**config.mk**
```make
export PLATFORM = sky130hd
export DESIGN_NAME = rtc_irq_status
export DESIGN_NICKNAME = d
export VERILOG_FILES = /design/src/rtl/rtc_irq_pkg.sv /design/src/rtl/rtc_rst_sync.sv /design/src/rtl/rtc_flag_bank.sv /design/src/rtl/rtc_irq_combine.sv /design/src/rtl/rtc_irq_status.sv
export SDC_FILE = /design/constraint.sdc
export NUM_CORES = 1
export LEC_CHECK = 0
export ABC_CLOCK_PERIOD_IN_PS = 800
export BUFFER_PORTS_ARGS = -buffer_cell sky130_fd_sc_hd__buf_4
export CORE_AREA = 5 5 42 44
export CTS_CLUSTER_SIZE = 28
export DETAILED_ROUTE_END_ITERATION = 10
export DIE_AREA = 0 0 47 49
export PLACE_DENSITY = 0.57
export SKIP_LAST_GASP = 1
export SLEW_MARGIN = 20
export SYNTH_ARGS = -nofsm -noshare
export SYNTH_HDL_FRONTEND = slang
export SYNTH_HIERARCHICAL = 1
export SYNTH_SLANG_ARGS = --single-unit
```
**constraint.sdc**
```tcl
create_clock -name clk -period 0.8 [get_ports clk]
set_input_delay 0.16 -clock clk [delete_from_list [all_inputs] [get_ports clk]]
set_output_delay 0.16 -clock clk [all_outputs]
set_load 0.05 [all_outputs]
```
**src/rtl/rtc_irq_pkg.sv**
```systemverilog
package rtc_irq_pkg;
  localparam int NUM_SRC     = 3;
  localparam int DATA_W      = 8;
  localparam int SYNC_STAGES = 2;
  localparam int SRC_PER     = 0;
  localparam int SRC_ALM     = 1;
  localparam int SRC_UPD     = 2;
  localparam int MASTER_BIT  = DATA_W - 1;
  // flag of source i sits at bit MASTER_BIT-1-i
  localparam int PAD_W       = DATA_W - 1 - NUM_SRC;
  localparam int VLD_PAD_W   = DATA_W - 1;

  typedef enum logic {SEL_STATUS = 1'b0, SEL_VALID = 1'b1} byte_sel_e;
endpackage

```
**src/rtl/rtc_rst_sync.sv**
```systemverilog
module rtc_rst_sync #(
  parameter int STAGES = 2
) (
  input  logic clk,
  input  logic rst_n,
  output logic rst_n_sync_o
);
  logic [STAGES-1:0] sync_q;
  logic [STAGES-1:0] sync_d;

  always_comb begin
    sync_d = {sync_q[STAGES-2:0], 1'b1};
  end

  always_ff @(posedge clk or negedge rst_n) begin
    if (!rst_n) sync_q <= '0;
    else        sync_q <= sync_d;
  end

  assign rst_n_sync_o = sync_q[STAGES-1];
endmodule

```
**src/rtl/rtc_flag_bank.sv**
```systemverilog
module rtc_flag_bank #(
  parameter int N = 3
) (
  input  logic         clk,
  input  logic         rst_n,
  input  logic [N-1:0] evt_i,
  input  logic         clr_i,
  output logic [N-1:0] flag_o,
  output logic [N-1:0] flag_nxt_o
);
  logic [N-1:0] flag_q;

  for (genvar i = 0; i < N; i++) begin : g_flag
    logic upd_en;
    logic nxt;

    always_comb begin
      // event beats a simultaneous clear
      nxt    = evt_i[i] | (flag_q[i] & ~clr_i);
      upd_en = evt_i[i] | clr_i;
    end

    always_ff @(posedge clk or negedge rst_n) begin
      if (!rst_n)      flag_q[i] <= 1'b0;
      else if (upd_en) flag_q[i] <= nxt;
    end

    assign flag_nxt_o[i] = upd_en ? nxt : flag_q[i];
  end

  assign flag_o = flag_q;
endmodule

```
**src/rtl/rtc_irq_combine.sv**
```systemverilog
module rtc_irq_combine #(
  parameter int N = 3
) (
  input  logic         clk,
  input  logic         rst_n,
  input  logic [N-1:0] flag_nxt_i,
  input  logic [N-1:0] en_i,
  output logic         irqf_o,
  output logic         irq_n_o
);
  logic irqf_q;
  logic irqf_d;

  always_comb begin
    irqf_d = |(flag_nxt_i & en_i);
  end

  always_ff @(posedge clk or negedge rst_n) begin
    if (!rst_n) irqf_q <= 1'b0;
    else        irqf_q <= irqf_d;
  end

  assign irqf_o  = irqf_q;
  assign irq_n_o = ~irqf_q;
endmodule

```
**src/rtl/rtc_irq_status.sv**
```systemverilog
module rtc_irq_status
  import rtc_irq_pkg::*;
(
  input  logic              clk,
  input  logic              rst_n,
  input  logic [NUM_SRC-1:0] evt_i,
  input  logic [NUM_SRC-1:0] en_i,
  input  logic              rd_stb_i,
  input  logic              rd_sel_i,
  input  logic              bat_good_i,
  output logic [DATA_W-1:0] rd_data_o,
  output logic              irq_n_o
);
  logic               rst_n_s;
  logic               clr;
  logic [NUM_SRC-1:0] flag_q;
  logic [NUM_SRC-1:0] flag_nxt;
  logic               irqf_q;
  logic               vld_q;
  logic [NUM_SRC-1:0] flag_rev;

  rtc_rst_sync #(.STAGES(SYNC_STAGES)) u_rst_sync (
    .clk          (clk),
    .rst_n        (rst_n),
    .rst_n_sync_o (rst_n_s)
  );

  always_comb begin
    clr = rd_stb_i & (byte_sel_e'(rd_sel_i) == SEL_STATUS);
  end

  rtc_flag_bank #(.N(NUM_SRC)) u_flags (
    .clk        (clk),
    .rst_n      (rst_n_s),
    .evt_i      (evt_i),
    .clr_i      (clr),
    .flag_o     (flag_q),
    .flag_nxt_o (flag_nxt)
  );

  rtc_irq_combine #(.N(NUM_SRC)) u_combine (
    .clk        (clk),
    .rst_n      (rst_n_s),
    .flag_nxt_i (flag_nxt),
    .en_i       (en_i),
    .irqf_o     (irqf_q),
    .irq_n_o    (irq_n_o)
  );

  // validity sample: no reset by intent
  always_ff @(posedge clk) begin
    vld_q <= bat_good_i;
  end

  for (genvar i = 0; i < NUM_SRC; i++) begin : g_rev
    assign flag_rev[NUM_SRC-1-i] = flag_q[i];
  end

  always_comb begin
    if (byte_sel_e'(rd_sel_i) == SEL_VALID)
      rd_data_o = {vld_q, {VLD_PAD_W{1'b0}}};
    else
      rd_data_o = {irqf_q, flag_rev, {PAD_W{1'b0}}};
  end
endmodule

```
# == Word-level counts from Yosys, hierarchy flattened ==
# Cells that the tools add are included.
# Widths: inputs -> output; s select.
# totals
reg_bits,7
latchBits,0
mem_bits_rw,0
mem_bits_ro,0
inputBits,11
output_inout_bits,9
memories,0
# op_classes
n_addsub,0
multipliers,0
div,0
n_lt_le_gt_ge,0
eq_ne,0
n_shift,0
muxes,4
bitwise,14
n_reduce_logical,1
# op_table
operator,count
$mux 8,1
$or 1x1->1,6
$and 1x1->1,4
$and 3x3->3,1
$mux 1,3
$not 1->1,3
$reduce_or 3->1,1

# == Longest topological paths before layout ==
# logic_depth
ltp_word,8
depth_mapped,5
ltp_nobuf,5

# == Modules after synthesis ==
# Netlist, hierarchy kept.
# modules_own_cells
module,n_inst,cells_per_inst,area_per_inst_um2
rtc_irq_status,1,11,103.8
rtc_flag_bank,1,7,101.3
rtc_rst_sync,1,3,53.8
rtc_irq_combine,1,4,42.5

# == Worst setup path after synthesis ==
# No wires, ideal clock.
# synth_path
path_kind,input port to flip-flop
start,input rd_sel_i
end,register u_combine.irqf_q (netlist: u_combine/irqf_o)
arrival_ns,0.902
required_time_ns,0.673
setup_slack_ns,-0.229
path_stages,5
path_cell_list,and2b_2 -> inv_1 -> a21o_1 -> a222oi_1 -> inv_1
# synth_via
elab_chain_cells,8
# synth_lines
item,line,text
start: declaration,rtc_irq_status.sv:9,"input logic rd_sel_i,"
$not 1->1 (*),rtc_irq_status.sv:29,clr = rd_stb_i & (byte_sel_e'(rd_sel_i) == SEL_STATUS);
$and 1x1->1 (*),rtc_irq_status.sv:29,
$not 1->1,rtc_flag_bank.sv:19,nxt = evt_i[i] | (flag_q[i] & ~clr_i);
$and 1x1->1,rtc_flag_bank.sv:19,
$or 1x1->1,rtc_flag_bank.sv:19,
$mux 1 (*),n/a,
named net flag_nxt[2],rtc_irq_status.sv:17,logic [NUM_SRC-1:0] flag_nxt;
$and 3x3->3 (*),rtc_irq_combine.sv:15,irqf_d = |(flag_nxt_i & en_i);
$reduce_or 3->1 (*),rtc_irq_combine.sv:15,
named net u_combine.irqf_d,rtc_irq_combine.sv:12,logic irqf_d;
end signal: assignment,rtc_irq_combine.sv:20,else irqf_q <= irqf_d;
end: declaration,rtc_irq_combine.sv:11,logic irqf_q;
# The timed path passes the listed nets; every way through them passes the cells marked *.

# == Worst setup path after layout ==
# layout_path
start,register u_combine.irqf_q (netlist: u_combine/irqf_o)
end,output rd_data_o[7]
# layout_via
elab_chain_cells,1
# layout_lines
item,line,text
$mux 8,rtc_irq_status.sv:60,if (byte_sel_e'(rd_sel_i) == SEL_VALID)
end: declaration,rtc_irq_status.sv:11,"output logic [DATA_W-1:0] rd_data_o,"
# Every way passes these cells.

==> results.sh <==
export IMPL_outcome="finished, violations left"
export IMPL_violations="negative setup slack"
export IMPL_synth_cell_types=9
export IMPL_boundaryPins=20
export IMPL_area_growth_syn_to_layout_pct=69.29
export IMPL_cts_made_buffers=3
export IMPL_wire_length_after_detailed_routing_um=547
export IMPL_synth_seq_area_share_pct=56.43
export IMPL_synth_top_area_share_pct=49.79
export IMPL_globalRouteOverflowTotal=0
export IMPL_grt_use_total_pct=5.402
export IMPL_final_net_count=60
export IMPL_power_total_mw=0.9720
export IMPL_fp_row_count=14
export IMPL_synth_cells_most_frequent="sky130_fd_sc_hd__dfrtp_1 (6), sky130_fd_sc_hd__and2b_2 (4), sky130_fd_sc_hd__buf_4 (4)"
export IMPL_yosys_warnings=6
export IMPL_worstPathCellList="mux2_4 -> buf_6"
export IMPL_timing_max_cap_violations=0
export IMPL_synth_cells=25
export IMPL_wire_length_of_the_first_global_routing_pass_um=855
export IMPL_numPortBuffers=15
export IMPL_async_reset_ff_share_pct=85.71
export IMPL_crit_slowest_cell="sky130_fd_sc_hd__dfrtp_1"
export IMPL_timing_final_hold_violations=0
export IMPL_cts_clock_pin_slew_for_the_worst_setup_and_hold_paths_ns=0.05
export IMPL_dominantRegCellSynth="sky130_fd_sc_hd__dfrtp_1"
export IMPL_cts_sinks=7
export IMPL_pwr_per_cell_area_mw_per_mm2=1904
export IMPL_die_h_um=49
export IMPL_grt_max_degree=5
export IMPL_drt_initial_drc_count=5
export IMPL_yosys_cell_count_top_type="sky130_fd_sc_hd__dfrtp_1"
export IMPL_drv_slew=0
export IMPL_core_area_mm2=0.001401
export IMPL_grt_setup_unrepaired="true"
export IMPL_worst_min_delay_path_category="flop to asynchronous set/reset pin"
export IMPL_timing_final_ws_setup_ns=-0.4026
export IMPL_time_the_final_worst_path_needs_with_i_o_delays_and_setup_ns=1.203
export IMPL_slowest_delay_ns=0.37
export IMPL_dieArea_mm2=0.002303
export IMPL_dr_pass1_iters=4
export IMPL_place_congestion=0.6298
export IMPL_worstSetupStartpointType="flop"
export IMPL_ir_worst_vdd_v=0.0007694
export IMPL_post_route_period_util_pct=150.3
export IMPL_timing_worst_setup_path_type="flop to primary output"
export IMPL_antenna_cells_inserted=0
export IMPL_setup_viol=6
export IMPL_clock_tree_from_tritoncts="done"
export IMPL_maxClockFrequency_mhz=831.5
export IMPL_cts_root_buf="sky130_fd_sc_hd__clkbuf_4"
export IMPL_postSynthAreaPerCell_um2=12.06
export IMPL_via_per_inst=3.625
export IMPL_first_global_vias=233
export IMPL_yosys_register_bits=7
export IMPL_routed_wirelength_normalized_by_instance_count_um=8.547
export IMPL_source_to_sink_clock_delay_at_the_later_pin_of_the_worst_skew_pair_ns=0.25
export IMPL_worst_path_max_fanout=2
export IMPL_grt_antenna_before_repair=0
export IMPL_drt_antenna_violating_nets=0
export IMPL_leakage_power_summed_over_all_cells_nw=0.2509
export IMPL_clock_skew_final_ns=0.003352
export IMPL_crit_arrival_ns=1.04
export IMPL_timing_critical_path_required_ns=0.64
export IMPL_crit_path_end_kind="primary output"
export IMPL_initial_core_util_pct=21.52
export IMPL_layout_filler_cells=151
export IMPL_number_of_flops_mapped_to_enable_cells_by_yosys=0
export IMPL_die_w_um=47
export IMPL_final_layout_size_suffix_gt1_share_pct=56.25
export IMPL_finalCoreUtilization_pct=36.43
export IMPL_crit_family="flip-flops"
export IMPL_cts_htree_levels=1
export IMPL_yosys_top_cells_area="sky130_fd_sc_hd__dfrtp_1 (50%), sky130_fd_sc_hd__and2b_2 (12%), sky130_fd_sc_hd__buf_4 (10%), sky130_fd_sc_hd__a21o_1 (7.5%), sky130_fd_sc_hd__dfxtp_1 (6.6%)"
export IMPL_synth_area_um2=301.5
export IMPL_synth_top_cell_by_area="sky130_fd_sc_hd__dfrtp_1"
export IMPL_detailed_place_hpwl_um=476.6
export IMPL_worst_path_buf_inv=1
export IMPL_route_detailed_drc=0
export IMPL_detailroute_via_count=232
export IMPL_max_clock_path_buffers=2
## worst paths after layout
check                                            end  cells after the start  slack, ns                 start
worst max-delay path                    rd_data_o[7]                      2      -0.40      u_combine/irqf_o
worst min-delay path               u_flags/flag_o[1]                      0       0.06  u_rst_sync/sync_q[1]
worst max register to register      u_combine/irqf_o                      3      -0.22     u_flags/flag_o[2]
worst min register to register     u_flags/flag_o[1]                      0       0.06  u_rst_sync/sync_q[1]
max in group asynchronous       u_rst_sync/sync_q[0]                      2       0.49                 rst_n
min in group clk                    u_combine/irqf_o                      3       0.12               en_i[1]
## sequential cells by signal, summed over array words and instances, names as in the netlist
signal,flops
u_combine/irqf_o,1
u_flags/flag_o,3
u_rst_sync/sync_q,2
vld_q,1
## final cells by class
type / instances / area (um^2) / share of cell area, %
well taps: 16 / 20.02 / 3.922
flip-flops and latches: 7 / 170.2 / 33.33
clock buffers: 4 / 26.28 / 5.147
inverters: 3 / 15.01 / 2.941
repair buffers: 20 / 177.7 / 34.80
multi-input cells: 14 / 101.3 / 19.85
## logic make-up (layout without fill, tap and decap cells)
kind of cell	after synthesis	in the layout	synth area share (%)
DFF	7	7	56.43
buffers and inverters	7	27	13.69
AOI/OAI and AO/OA	4	4	10.79
and+or+nand+nor	4	4	11.62
other	2	5	2.491
muxes	1	1	4.978
## metrics by stage
stage | instance area (um^2) | setup TNS, ns | instances | hold WS (ns) | setup slack, ns
3_5_place_dp | 434.2 | -1.221 | 57 | -0.05652 | -0.3791
5_1_grt | 510.5 | -2.177 | 64 | 0.08492 | -0.4396
4_1_cts | 500.5 | -1.969 | 63 | 0.002867 | -0.4191
2_1_floorplan | 316.6 | -0.3075 | 28 | -0.1356 | -0.2077
6_report | 510.5 | -1.881 | 64 | 0.05836 | -0.4026
3_3_place_gp | 434.2 | -1.191 | 57 | -0.05656 | -0.3618
## report_power, final
group          internal [mW]  leakage, nW  switching (mW)
combinational          0.119        0.164           0.156
clock                  0.190       0.0150           0.120
sequential             0.376       0.0719          0.0109
## layer usage
metal / share of wire [%] / wire length, um / track usage [%]
met5: 0 / 0 / 0
met4: 2.7 / 15 / 4.147
met3: 19 / 104 / 4.059
met1: 37 / 200 / 4.977
met2: 41 / 226 / 7.692
## layout by cell type, fill, tap and decap left out
cell type	synthesis	routed
sky130_fd_sc_hd__and2b_2	4	4
sky130_fd_sc_hd__buf_6	0	4
sky130_fd_sc_hd__buf_8	0	1
sky130_fd_sc_hd__a21o_1	3	3
sky130_fd_sc_hd__clkbuf_1	0	1
sky130_fd_sc_hd__dfxtp_1	1	1
sky130_fd_sc_hd__conb_1	2	5
sky130_fd_sc_hd__buf_4	4	13
sky130_fd_sc_hd__mux2_4	1	1
sky130_fd_sc_hd__dfrtp_1	6	6
sky130_fd_sc_hd__a222oi_1	1	1
sky130_fd_sc_hd__clkinvlp_4	0	1
sky130_fd_sc_hd__clkbuf_4	0	3
sky130_fd_sc_hd__dlygate4sd3_1	0	2
sky130_fd_sc_hd__inv_1	3	2
## what timing repair did
action,4_1_cts,5_1_grt
resized for setup,6,0
pin swaps,2,2
setup buffers,1,0
setup endpoints to repair,6,6
hold buffers,1,1
hold endpoints to repair,2,1
Power figures use the tool's default switching activity.
